===== config.mk =====
export PLATFORM = sky130hd
export DESIGN_NAME = mmap_pager
export DESIGN_NICKNAME = d
export VERILOG_FILES = /design/src/rtl/mmap_pkg.sv /design/src/rtl/mmap_port_regs.sv /design/src/rtl/mmap_window_decode.sv /design/src/rtl/mmap_ce_gen.sv /design/src/rtl/mmap_pager.sv
export SDC_FILE = /design/constraint.sdc
export NUM_CORES = 1
export LEC_CHECK = 0
export BUFFER_PORTS_ARGS = -buffer_cell sky130_fd_sc_hd__buf_4
export CAP_MARGIN = 20
export CORE_MARGIN = 10
export CORE_UTILIZATION = 48
export DETAILED_ROUTE_END_ITERATION = 6
export HOLD_SLACK_MARGIN = 0.05
export PLACE_DENSITY = 0.82
export SLEW_MARGIN = 20
export SYNTH_ARGS = -nofsm -noshare
export SYNTH_HDL_FRONTEND = slang
export SYNTH_SLANG_ARGS = --single-unit

===== constraint.sdc =====
create_clock -name clk -period 2.76 [get_ports clk]
set_input_delay 0.414 -clock clk [delete_from_list [all_inputs] [get_ports clk]]
set_output_delay 0.414 -clock clk [all_outputs]
set_load 0.02 [all_outputs]

===== src/rtl/mmap_pkg.sv =====
// Package: shared widths and the mapping target type for the paged mapper.
// Assumes 4 KB pages, 8-bit page numbers and at most four chips.
package mmap_pkg;
    localparam int PAGE_W     = 8;
    localparam int OFS_W      = 12;
    localparam int NUM_CHIPS  = 4;
    localparam int CHIP_IDX_W = $clog2(NUM_CHIPS);
    localparam int CADDR_W    = PAGE_W + OFS_W;
    localparam int WIN_W      = OFS_W + 2;     // 16 KB window offset
    localparam int CSEL_W     = 2 * CHIP_IDX_W;

    typedef struct packed {
        logic [CHIP_IDX_W-1:0] chip;
        logic [PAGE_W-1:0]     page;
    } map_target_t;
endpackage


===== src/rtl/mmap_port_regs.sv =====
// Port register file: decodes Z80 I/O writes on the full low address byte
// and loads page A, page B and the packed chip-select register.
// Assumes the write strobes are stable at the sampling clock edge; a write
// held over several edges simply reloads the same value.
module mmap_port_regs
    import mmap_pkg::*;
#(
    parameter logic [7:0] PORT_PAGE_A = 8'hE9,
    parameter logic [7:0] PORT_PAGE_B = 8'hEB,
    parameter logic [7:0] PORT_CSEL   = 8'hED
) (
    input  logic              clk,
    input  logic              rst_n,
    input  logic [7:0]        io_port,
    input  logic [7:0]        wdata,
    input  logic              iorq_n,
    input  logic              wr_n,
    input  logic              rd_n,
    output logic [PAGE_W-1:0] page_a,
    output logic [PAGE_W-1:0] page_b,
    output logic [CSEL_W-1:0] chip_sel
);
    logic io_wr;

    // Qualify an I/O write cycle: request, write strobe, no read strobe.
    always_comb io_wr = !iorq_n && !wr_n && rd_n;

    // Load the addressed register; other ports leave everything alone.
    always_ff @(posedge clk) begin
        if (!rst_n) begin
            page_a   <= '0;
            page_b   <= '0;
            chip_sel <= '0;
        end else if (io_wr) begin
            case (io_port)
                PORT_PAGE_A: page_a   <= wdata[PAGE_W-1:0];
                PORT_PAGE_B: page_b   <= wdata[PAGE_W-1:0];
                PORT_CSEL:   chip_sel <= wdata[CSEL_W-1:0];
                default: ;
            endcase
        end
    end
endmodule


===== src/rtl/mmap_window_decode.sv =====
// Window decoder: picks the slot from the window offset bits and forms the
// target chip index and the chip-local address.
// Assumes slot 0 and slot 3 are pinned to page 0 of FIXED_LO / FIXED_HI.
module mmap_window_decode
    import mmap_pkg::*;
#(
    parameter int FIXED_LO = 0,
    parameter int FIXED_HI = 3
) (
    input  logic [WIN_W-1:0]   win_addr,
    input  logic [PAGE_W-1:0]  page_a,
    input  logic [PAGE_W-1:0]  page_b,
    input  logic [CSEL_W-1:0]  chip_sel,
    output map_target_t        target,
    output logic [CADDR_W-1:0] chip_addr
);
    localparam logic [CHIP_IDX_W-1:0] LO_CHIP = CHIP_IDX_W'(FIXED_LO);
    localparam logic [CHIP_IDX_W-1:0] HI_CHIP = CHIP_IDX_W'(FIXED_HI);

    logic [1:0] slot;

    // Choose the chip and page for the slot the offset falls into.
    always_comb begin
        slot = win_addr[WIN_W-1:OFS_W];
        unique case (slot)
            2'd0: target = '{chip: LO_CHIP, page: '0};
            2'd1: target = '{chip: chip_sel[CHIP_IDX_W-1:0], page: page_a};
            2'd2: target = '{chip: chip_sel[CSEL_W-1:CHIP_IDX_W], page: page_b};
            default: target = '{chip: HI_CHIP, page: '0};
        endcase
    end

    // Chip-local address: selected page above the in-page offset.
    always_comb chip_addr = {target.page, win_addr[OFS_W-1:0]};
endmodule


===== src/rtl/mmap_ce_gen.sv =====
// Chip-enable generator: one active-low enable per chip slot, asserted for
// the selected index while the access is qualified. Slots whose bit in
// CHIP_FITTED is clear never assert.
module mmap_ce_gen
    import mmap_pkg::*;
#(
    parameter logic [NUM_CHIPS-1:0] CHIP_FITTED = 4'b1011
) (
    input  logic                  active,
    input  logic [CHIP_IDX_W-1:0] chip,
    output logic [NUM_CHIPS-1:0]  ce_n
);
    for (genvar i = 0; i < NUM_CHIPS; i++) begin : g_ce
        if (CHIP_FITTED[i]) begin : g_fitted
            // Enable this chip when the access targets its index.
            always_comb ce_n[i] = !(active && (chip == CHIP_IDX_W'(i)));
        end else begin : g_absent
            // Absent chip: enable held inactive.
            always_comb ce_n[i] = 1'b1;
        end
    end
endmodule


===== src/rtl/mmap_pager.sv =====
// Top: paged memory mapper for the bottom 16 KB of a Z80 address space.
// I/O writes program the paging registers; memory accesses inside the
// window with map_en high drive one chip enable and a 20-bit chip address.
// Assumes the synchronous reset is held for at least one clock edge.
module mmap_pager
    import mmap_pkg::*;
(
    input  logic                 clk,
    input  logic                 rst_n,
    input  logic [15:0]          cpu_addr,
    input  logic [7:0]           cpu_data,
    input  logic                 iorq_n,
    input  logic                 mreq_n,
    input  logic                 wr_n,
    input  logic                 rd_n,
    input  logic                 map_en,
    output logic [NUM_CHIPS-1:0] ce_n,
    output logic [CADDR_W-1:0]   chip_addr
);
    logic [PAGE_W-1:0] page_a;
    logic [PAGE_W-1:0] page_b;
    logic [CSEL_W-1:0] chip_sel;
    map_target_t       target;
    logic              active;

    mmap_port_regs u_regs (
        .clk      (clk),
        .rst_n    (rst_n),
        .io_port  (cpu_addr[7:0]),
        .wdata    (cpu_data),
        .iorq_n   (iorq_n),
        .wr_n     (wr_n),
        .rd_n     (rd_n),
        .page_a   (page_a),
        .page_b   (page_b),
        .chip_sel (chip_sel)
    );

    mmap_window_decode u_dec (
        .win_addr  (cpu_addr[WIN_W-1:0]),
        .page_a    (page_a),
        .page_b    (page_b),
        .chip_sel  (chip_sel),
        .target    (target),
        .chip_addr (chip_addr)
    );

    // Access qualifier: memory cycle, overlay on, inside the bottom 16 KB.
    always_comb active = !mreq_n && map_en && (cpu_addr[15:WIN_W] == '0);

    mmap_ce_gen u_ce (
        .active (active),
        .chip   (target.chip),
        .ce_n   (ce_n)
    );
endmodule


Word-level counts from Yosys, hierarchy flattened
Index checks and enable logic that the tools add are counted.
{"block": "word_totals", "register_bits": 20, "in_bits": 31, "out_inout_bits": 24, "word_cells": 30}
{"block": "op_classes", "n_eq_ne": 7, "n_mux": 1, "n_reduce_logical": 19}
{"operator": "case mux 10 bit (3 select lines)", "n": 1}
{"operator": "equality test 8 bit, second input constant", "n": 3}
{"operator": "logical AND 1 bit", "n": 7}
{"operator": "logical NOT 1 bit", "n": 6}
{"operator": "logical NOT 2 bit", "n": 3}
{"operator": "AND reduction 2 bit", "n": 3}
{"operator": "equality test 2 x 1 -> 1 bit, second input constant", "n": 2}
{"operator": "equality test 2 bit, second input constant", "n": 2}

Logic depth before layout (Yosys ltp)
Gate-level depths: netlist (run 1).
{"block": "logic_depth", "word_depth": 5, "depth_mapped": 4, "ltp_nobuf": 3}

Hierarchy
Synthesis (run 1) repeated with hierarchy kept, for this count alone.
{"block": "unflattened", "hier_cells": 124, "area_unflattened_um2": 1129.8}
{"mod": "mmap_port_regs", "n_inst": 1, "cells_each": 80, "area_each_um2": 798.3, "seq_area_each_um2": 400.4}
{"mod": "mmap_window_decode", "n_inst": 1, "cells_each": 38, "area_each_um2": 284.0, "seq_area_each_um2": 0.0}
{"mod": "mmap_ce_gen", "n_inst": 1, "cells_each": 5, "area_each_um2": 32.5, "seq_area_each_um2": 0.0}
{"mod": "mmap_pager", "n_inst": 1, "cells_each": 1, "area_each_um2": 15.0, "seq_area_each_um2": 0.0}

Worst setup path after synthesis (run 1)
No wires, ideal clock.
{"block": "synth_timing", "path_type": "in2out", "startpoint": "in mreq_n", "endpoint": "out ce_n[0]", "t_arrival_ns": 1.188, "t_required_ns": 2.346, "slack_ns": 1.158, "path_stages": 2, "path_buffers": 0, "path_cell_list": "nor4b_2 > or3b_1"}
{"block": "synth_between", "elab_chain_len": 5}
{"element": "start, declared", "line_no": "mmap_pager.sv:13", "rtl": "input logic mreq_n,"}
{"element": "logical NOT 1 bit", "line_no": "mmap_pager.sv:49", "rtl": "always_comb active = !mreq_n && map_en && (cpu_addr[15:WIN_W] == '0);"}
{"element": "logical AND 1 bit (2 in a row)", "line_no": "mmap_pager.sv:49"}
{"element": "logical AND 1 bit", "line_no": "mmap_ce_gen.sv:16", "rtl": "always_comb ce_n[i] = !(active && (chip == CHIP_IDX_W'(i)));"}
{"element": "logical NOT 1 bit", "line_no": "mmap_ce_gen.sv:16"}
{"element": "end, declared", "line_no": "mmap_pager.sv:17", "rtl": "output logic [NUM_CHIPS-1:0] ce_n,"}
Every way passes these cells.

Worst setup path after layout (run 1)
{"block": "layout_timing", "startpoint": "in cpu_addr[12]", "endpoint": "out chip_addr[18]"}
{"block": "layout_between", "elab_chain_len": 2, "elab_cells_between_ends": 4, "cone_classes": "2 x eq/ne; 1 x mux; 1 x reduce/logical"}
{"element": "start, declared", "line_no": "mmap_pager.sv:10", "rtl": "input logic [15:0] cpu_addr,"}
{"element": "equality test 2 bit, or another cell as far along", "line_no": "mmap_window_decode.sv:25", "rtl": "unique case (slot)"}
{"element": "case mux 10 bit (3 select lines) (*)", "line_no": "mmap_window_decode.sv:25"}
{"element": "end, declared", "line_no": "mmap_pager.sv:18", "rtl": "output logic [CADDR_W-1:0] chip_addr"}
Mark *: on every way between the ends. The rest lies on a longest branch, timed or not.

==> results of run 1 <==
[per-layer routing]
metal	vias up	part of all wire (%)	GRT usage [%]
met5	-	0	0
met4	0	2.9	5.64
met3	12	8.2	4.30
met2	34	53	23.5
met1	415	36	11.6
li1	445	-	-
[worst paths after layout]
kind | to | slack (ns)
worst max-delay path | chip_addr[18] | 0.88
worst min-delay path | u_regs.page_b[5] | 0.37
worst max register to register | u_regs.page_b[3] | 2.10
worst min register to register | u_regs.page_b[7] | 0.47
[cells by family after synthesis]
| kind of cell | Yosys count |
|---|---|
| AND/OR/NAND/NOR | 47 |
| multiplexers | 20 |
| flip-flops | 20 |
| buffers and inverters | 18 |
| AO/OA/AOI/OAI | 10 |
| other | 1 |
[power groups by stage]
| stage | registers [uW] | logic, uW | clock network (uW) |
|---|---|---|---|
| floorplan | 295 | 55.9 | 0 |
| global placement | 295 | 80.8 | 0 |
| detailed placement | 295 | 83.2 | 0 |
| CTS | 289 | 83.4 | 240 |
| global route | 289 | 89.5 | 257 |
| finish | 289 | 82.5 | 239 |
[layout by cell type (no fill, tap or decap)]
cell       instances
conb_1             1
nor2_1             5
and3b_4            1
or3b_1             1
a22o_1             8
and2_4             1
and2b_1            1
dfxtp_1           20
buf_4             45
a21oi_1            2
nand4_4            3
nor4b_2            1
nor2b_1            3
and4bb_4           1
bufinv_16          1
mux2i_1           20
nand3b_1           1
clkbuf_4           3
nand3_1            1
nand2_1           28
[flip-flops by register name, indices dropped and copies added, names as in the netlist]
name,cells
u_regs.page_b,8
u_regs.chip_sel,4
u_regs.page_a,8
[worst max-delay path: cells and delay by family]
| family | cells | cell delay (ns) |
|---|---|---|
| buf+inv | 2 | 0.25 |
| compound gates | 1 | 0.26 |
| simple gates | 1 | 0.54 |
[synth_stat cells, types with 2 or more instances]
| library cell | n | area share (%) |
|---|---|---|
| nand2_1 | 28 | 9.6 |
| dfxtp_1 | 20 | 37 |
| mux2i_1 | 20 | 18 |
| buf_4 | 13 | 9.0 |
| a22o_1 | 8 | 6.4 |
| nor2_1 | 5 | 1.7 |
| clkbuf_1 | 4 | 1.4 |
| nand4_4 | 3 | 5.9 |
| nor2b_1 | 3 | 1.7 |
| a21oi_1 | 2 | 0.92 |
[metrics by stage]
| step | instances | power, uW |
|---|---|---|
| after global routing | 175 | 636 |
| final | 175 | 611 |
| after global placement | 171 | 376 |
| after detailed placement | 171 | 378 |
| after CTS | 175 | 612 |
| after floorplan | 116 | 351 |
[area by class of cell]
type	count	area [um2]
Timing Repair Buffer	45	338
Clock inverter	1	30.0
Multi-Input combinational cell	78	572
Clock buffer	3	22.5
Tap cell	28	35.0
Sequential cell	20	400
Fill cell	188	793
==> out/qor.txt, run 1 <==
Setup-failing EPs final: 0
cell mode on critical path: buf_4
Peak VDD IR: 356 uV
maximum clock frequency: 0.531 GHz
Chip Width: 67.7 um
Hold Path Stages: 3
initial drt markers: 24
crit path DAT: 1.47 ns
Root Driver: clkbuf_4
final net count: 179
Post-synth EDFFs: 0
Async S/R FF share, synth: 0%
Netlist Area Pre-Place: 1090 um2
power per cell area: 437 nW/um2
Worst R2R Path Depth: 2
clock sinks: 20
Avg Inst Size Synth: 9.39 um2
Vias/cell: 5.18
DRT Pass-1 Iters: 4
hold_ws: 0.367 ns
Antenna diodes: 0
Yosys reg bits: 20
compound-cell area share of the yosys netlist: 7.35%
first-pass GRT wire length: 4400 um
number of global-route vias before repair: 963
HP Start: cpu_data[5]
Slowest-stage cell, CP: nor2b_1
slack of the critical path: 0.877 ns
CTS tree: yes
cells along the critical path: buf_4 > nor2b_1 > a22o_1 > buf_4
status: finished clean
Placed Area: 1350 um2
Core Area: 2190 um2
Net Sw Frac: 22.0%
Crit. End Element: primary output
measured slew at the worst slew-check pin: 0.653 ns
die area: 4580 um2
Total GRT Usage: 12.4%
IO Pins: 55
Rows: 17
Final min period: 1.88 ns
syn_nets: 147
RSZ-0062 raised after global routing: false
antenna violations before repair: 0
CP Max Fanout: 8
FF-to-FF Start: u_regs.page_b[3]
final period utilization: 68.2%
post-cts sizing count: 0
clock share of power: 39.2%
top_reg_cell synth: dfxtp_1
Synth Area in Adders: 0%
Fin Setup TNS: 0 ns
Synth Warn #: 0
# DRC: 0
Worst slew margin: 56.4%
Final Hold Viols: 0
Psw: 135 uW
Max-cap violations: 0
combinational power share: 13.5%
Post-Synth Simple-Gate Area: 26.4%
Data required, critical path: 2.35 ns
Static Leak: 0.000740 uW
Clock Latency Late Sink: 0.31 ns
Finished Core Util: 63.8%
HPWL Detailed: 2190 um
mux contribution to synthesized area: 18.4%
library cells used by synthesis: 20
Starting Density: 49.7%
CTS buffer count: 3
Synth Instances: 116
Hold Buf Count CTS: 0
largest net degree at the start of global routing: 29
CTS max path bufs: 2
Critical Path Max Stage Delay: 0.54 ns
H-tree depth: 1
sequential share of the synthesized area: 36.7%
max-slew violations: 0
layout cells sized above 1: 38.1%
Cell Int Power: 476 uW
P&R area growth vs syn: 28.2%
CP startpoint: cpu_addr[12]
Clk pin slew, worst setup/hold paths: 0.12 ns
crit path kind: input pin to primary output
post-synthesis xor/xnor area fraction: 0%
Routed WL: 2730 um
Sequential Power Share: 47.3%
largest family of logic cells by synthesized area: simple AND/OR/NAND/NOR gates
Post-CTS Setup Inserts: 0
post-route cell area: 1400 um2
Vias: 906
Hold Path Class: input pin to flop
Setup Slack @ Placement: 0.876 ns
Critical Path Start Type: input pin
wire per inst: 15.6 um
GPL Wtd Cong: 0.664
ANT nets after route: 0
GR Overflow Total: 0
port bufs: 45
die height: 67.7 um
Setup Skew: 0 ns
No activity file was read; power rests on OpenSTA's default activity.
==> run 2: changes to the inputs <==
--- a/config.mk
+++ b/config.mk
@@ -5,13 +5,15 @@
 export SDC_FILE = /design/constraint.sdc
 export NUM_CORES = 1
 export LEC_CHECK = 0
+export ABC_AREA = 1
 export BUFFER_PORTS_ARGS = -buffer_cell sky130_fd_sc_hd__buf_4
 export CAP_MARGIN = 20
+export CORE_ASPECT_RATIO = 2
 export CORE_MARGIN = 10
-export CORE_UTILIZATION = 48
+export CORE_UTILIZATION = 43
 export DETAILED_ROUTE_END_ITERATION = 6
 export HOLD_SLACK_MARGIN = 0.05
-export PLACE_DENSITY = 0.82
+export PLACE_DENSITY = 0.73
 export SLEW_MARGIN = 20
 export SYNTH_ARGS = -nofsm -noshare
 export SYNTH_HDL_FRONTEND = slang
==> constraint.sdc (replaced) <==
create_clock -name clk -period 1.6 [get_ports clk]
set_input_delay 0.24 -clock clk [delete_from_list [all_inputs] [get_ports clk]]
set_output_delay 0.24 -clock clk [all_outputs]
set_load 0.02 [all_outputs]
==> run 2 against run 1 <==
  * Global-route usage down 1.5 points
  * Final area up 21%
  * Die area up 30%
  * Register-to-register slack worse by 1.1 ns
  * Sequential power up 72%
  * Combinational power up 110%
  * Routed wire length up 13%
  * Count of clock-buffer cells in the layout unchanged
  * Total power up 94%
==> out/qor.txt, run 2 <==
status: finished clean
port bufs: 45
sequential share of the synthesized area: 29.4%
Chip Width: 59.8 um
cell count after placement: 277
power per cell area: 699 nW/um2
maximum clock frequency: 0.724 GHz
DRT Pass-1 Iters: 3
commonest non-fill, non-tap cell in the layout: inv_1
hold_ws: 0.301 ns
initial drt markers: 15
Setup Skew: 0 ns
Post-synth EDFFs: 0
library cells used by synthesis: 21
first-pass GRT wire length: 5170 um
Vias: 1268
antenna violations before repair: 0
Synth Warn #: 0
Root Driver: clkbuf_8
flop-to-flop setup slack: 0.97 ns
Crit. End Element: primary output
FF-to-FF Start: u_regs.page_b[2]
synth top area cells: dfxtp_1 29%, inv_1 15%, nand2_1 15%, buf_4 8.3%, nand3_1 7.4%
GR Overflow Total: 0
Data required, critical path: 1.36 ns
final net count: 283
Hold Path Stages: 3
Hold Path Class: input pin to flop
number of global-route vias before repair: 1236
layout cells sized above 1: 25.1%
Clock Latency Late Sink: 0.26 ns
wire per inst: 10.9 um
H-tree depth: 1
largest net degree at the start of global routing: 21
GPL Wtd Cong: 0.792
Yosys reg bits: 20
CP startpoint: u_regs.chip_sel[1]
non-filler cells, final: 281
die area: 5950 um2
biggest regs: u_regs.page_a: 8 flops, u_regs.page_b: 8 flops, u_regs.chip_sel: 4 flops
Post-CTS Setup Inserts: 0
max-slew violations: 0
Fin Setup TNS: 0 ns
Vias/cell: 4.51
Setup-failing EPs final: 0
Clk pin slew, worst setup/hold paths: 0.08 ns
CTS buffer count: 3
Final Hold Viols: 0
Static Leak: 0.000901 uW
crit path kind: flop to primary output
ANT nets after route: 0
Synth Instances: 219
Starting Density: 45.1%
Synth top area share: 29.4%
Total GRT Usage: 10.9%
Routed WL: 3070 um
Yosys top cell by area: dfxtp_1
IO Pins: 55
HP Start: rst_n
# DRC: 0
Commonest cells post-synth: 56 x inv_1, 53 x nand2_1, 26 x nor2_1, 20 x dfxtp_1, 20 x nand3_1
Max-cap violations: 0
post-cts sizing count: 0
RSZ-0062 raised after global routing: false
Avg Inst Size Synth: 6.21 um2
die height: 99.5 um
Hold Buf Count CTS: 0
top_reg_cell synth: dfxtp_1
most common cell in the netlist: inv_1
final period utilization: 86.3%
crit path DAT: 1.14 ns
most frequent cells in the layout: 56 x inv_1, 53 x nand2_1, 46 x buf_4
Async S/R FF share, synth: 0%
Worst R2R Path Depth: 4
Netlist Area Pre-Place: 1360 um2
CTS max path bufs: 2
P&R area growth vs syn: 24.3%
Critical Path Start Type: flop
Finished Core Util: 56.1%
CTS tree: yes
Final min period: 1.38 ns
HPWL Detailed: 2480 um
Peak VDD IR: 352 uV
Rows: 28
clock sinks: 20
Core Area: 3010 um2
CP Max Fanout: 3
syn_nets: 250
Antenna diodes: 0
==> run 2: metrics by stage <==
step                setup slack, ns  cell area [um2]  total power, uW
floorplan                     0.384             1360              630
global placement              0.316             1620              684
detailed placement            0.284             1620              686
CTS                           0.211             1690             1190
global route                  0.118             1690             1220
finish                        0.219             1690             1180
==> run 2: path summary, 6_finish.rpt <==
kind | to
worst min register to register | u_regs.chip_sel[1]
worst min-delay path | u_regs.page_a[4]
worst max register to register | u_regs.page_b[2]
worst max-delay path | ce_n[0]
==> run 2: cells by family (layout without fill, tap and decap cells) <==
group	Yosys count	in the layout	share of synthesized area [%]
AOI/OAI and AO/OA	10	10	4.42
buffers and inverters	75	107	24.8
DFF	20	20	29.4
other	1	1	0.276
and+or+nand+nor	113	113	41.0
==> run 2: cell type report <==
class / instances / area [um2]
fillers: 315 / 1320
multi-input cells: 124 / 622
flip-flops and latches: 20 / 400
repair buffers: 46 / 345
inverters: 57 / 214
clock buffers: 3 / 41.3
well taps: 30 / 37.5
clock inverters: 1 / 30.0
==> run 2: metal layers <==
| metal | GRT usage (%) | up-vias | routed length, um |
|---|---|---|---|
| met5 | 0 | - | 0 |
| met4 | 6.77 | 0 | 87 |
| met3 | 3.06 | 5 | 202 |
| met2 | 19.5 | 31 | 1650 |
| met1 | 10.1 | 543 | 1130 |
| li1 | - | 689 | - |
==> run 2: power by group <==
part | switching (uW) | internal (uW)
Combinational | 97.3 | 76.9
Sequential | 0.0976 | 498
Clock | 176 | 334
Total | 273 | 909
==> run 2: critical path, cell delays in order, from the launching register on <==
cell     delay (ns)
dfxtp_1        0.31
o21ai_0        0.27
nand4_1        0.12
buf_4          0.18
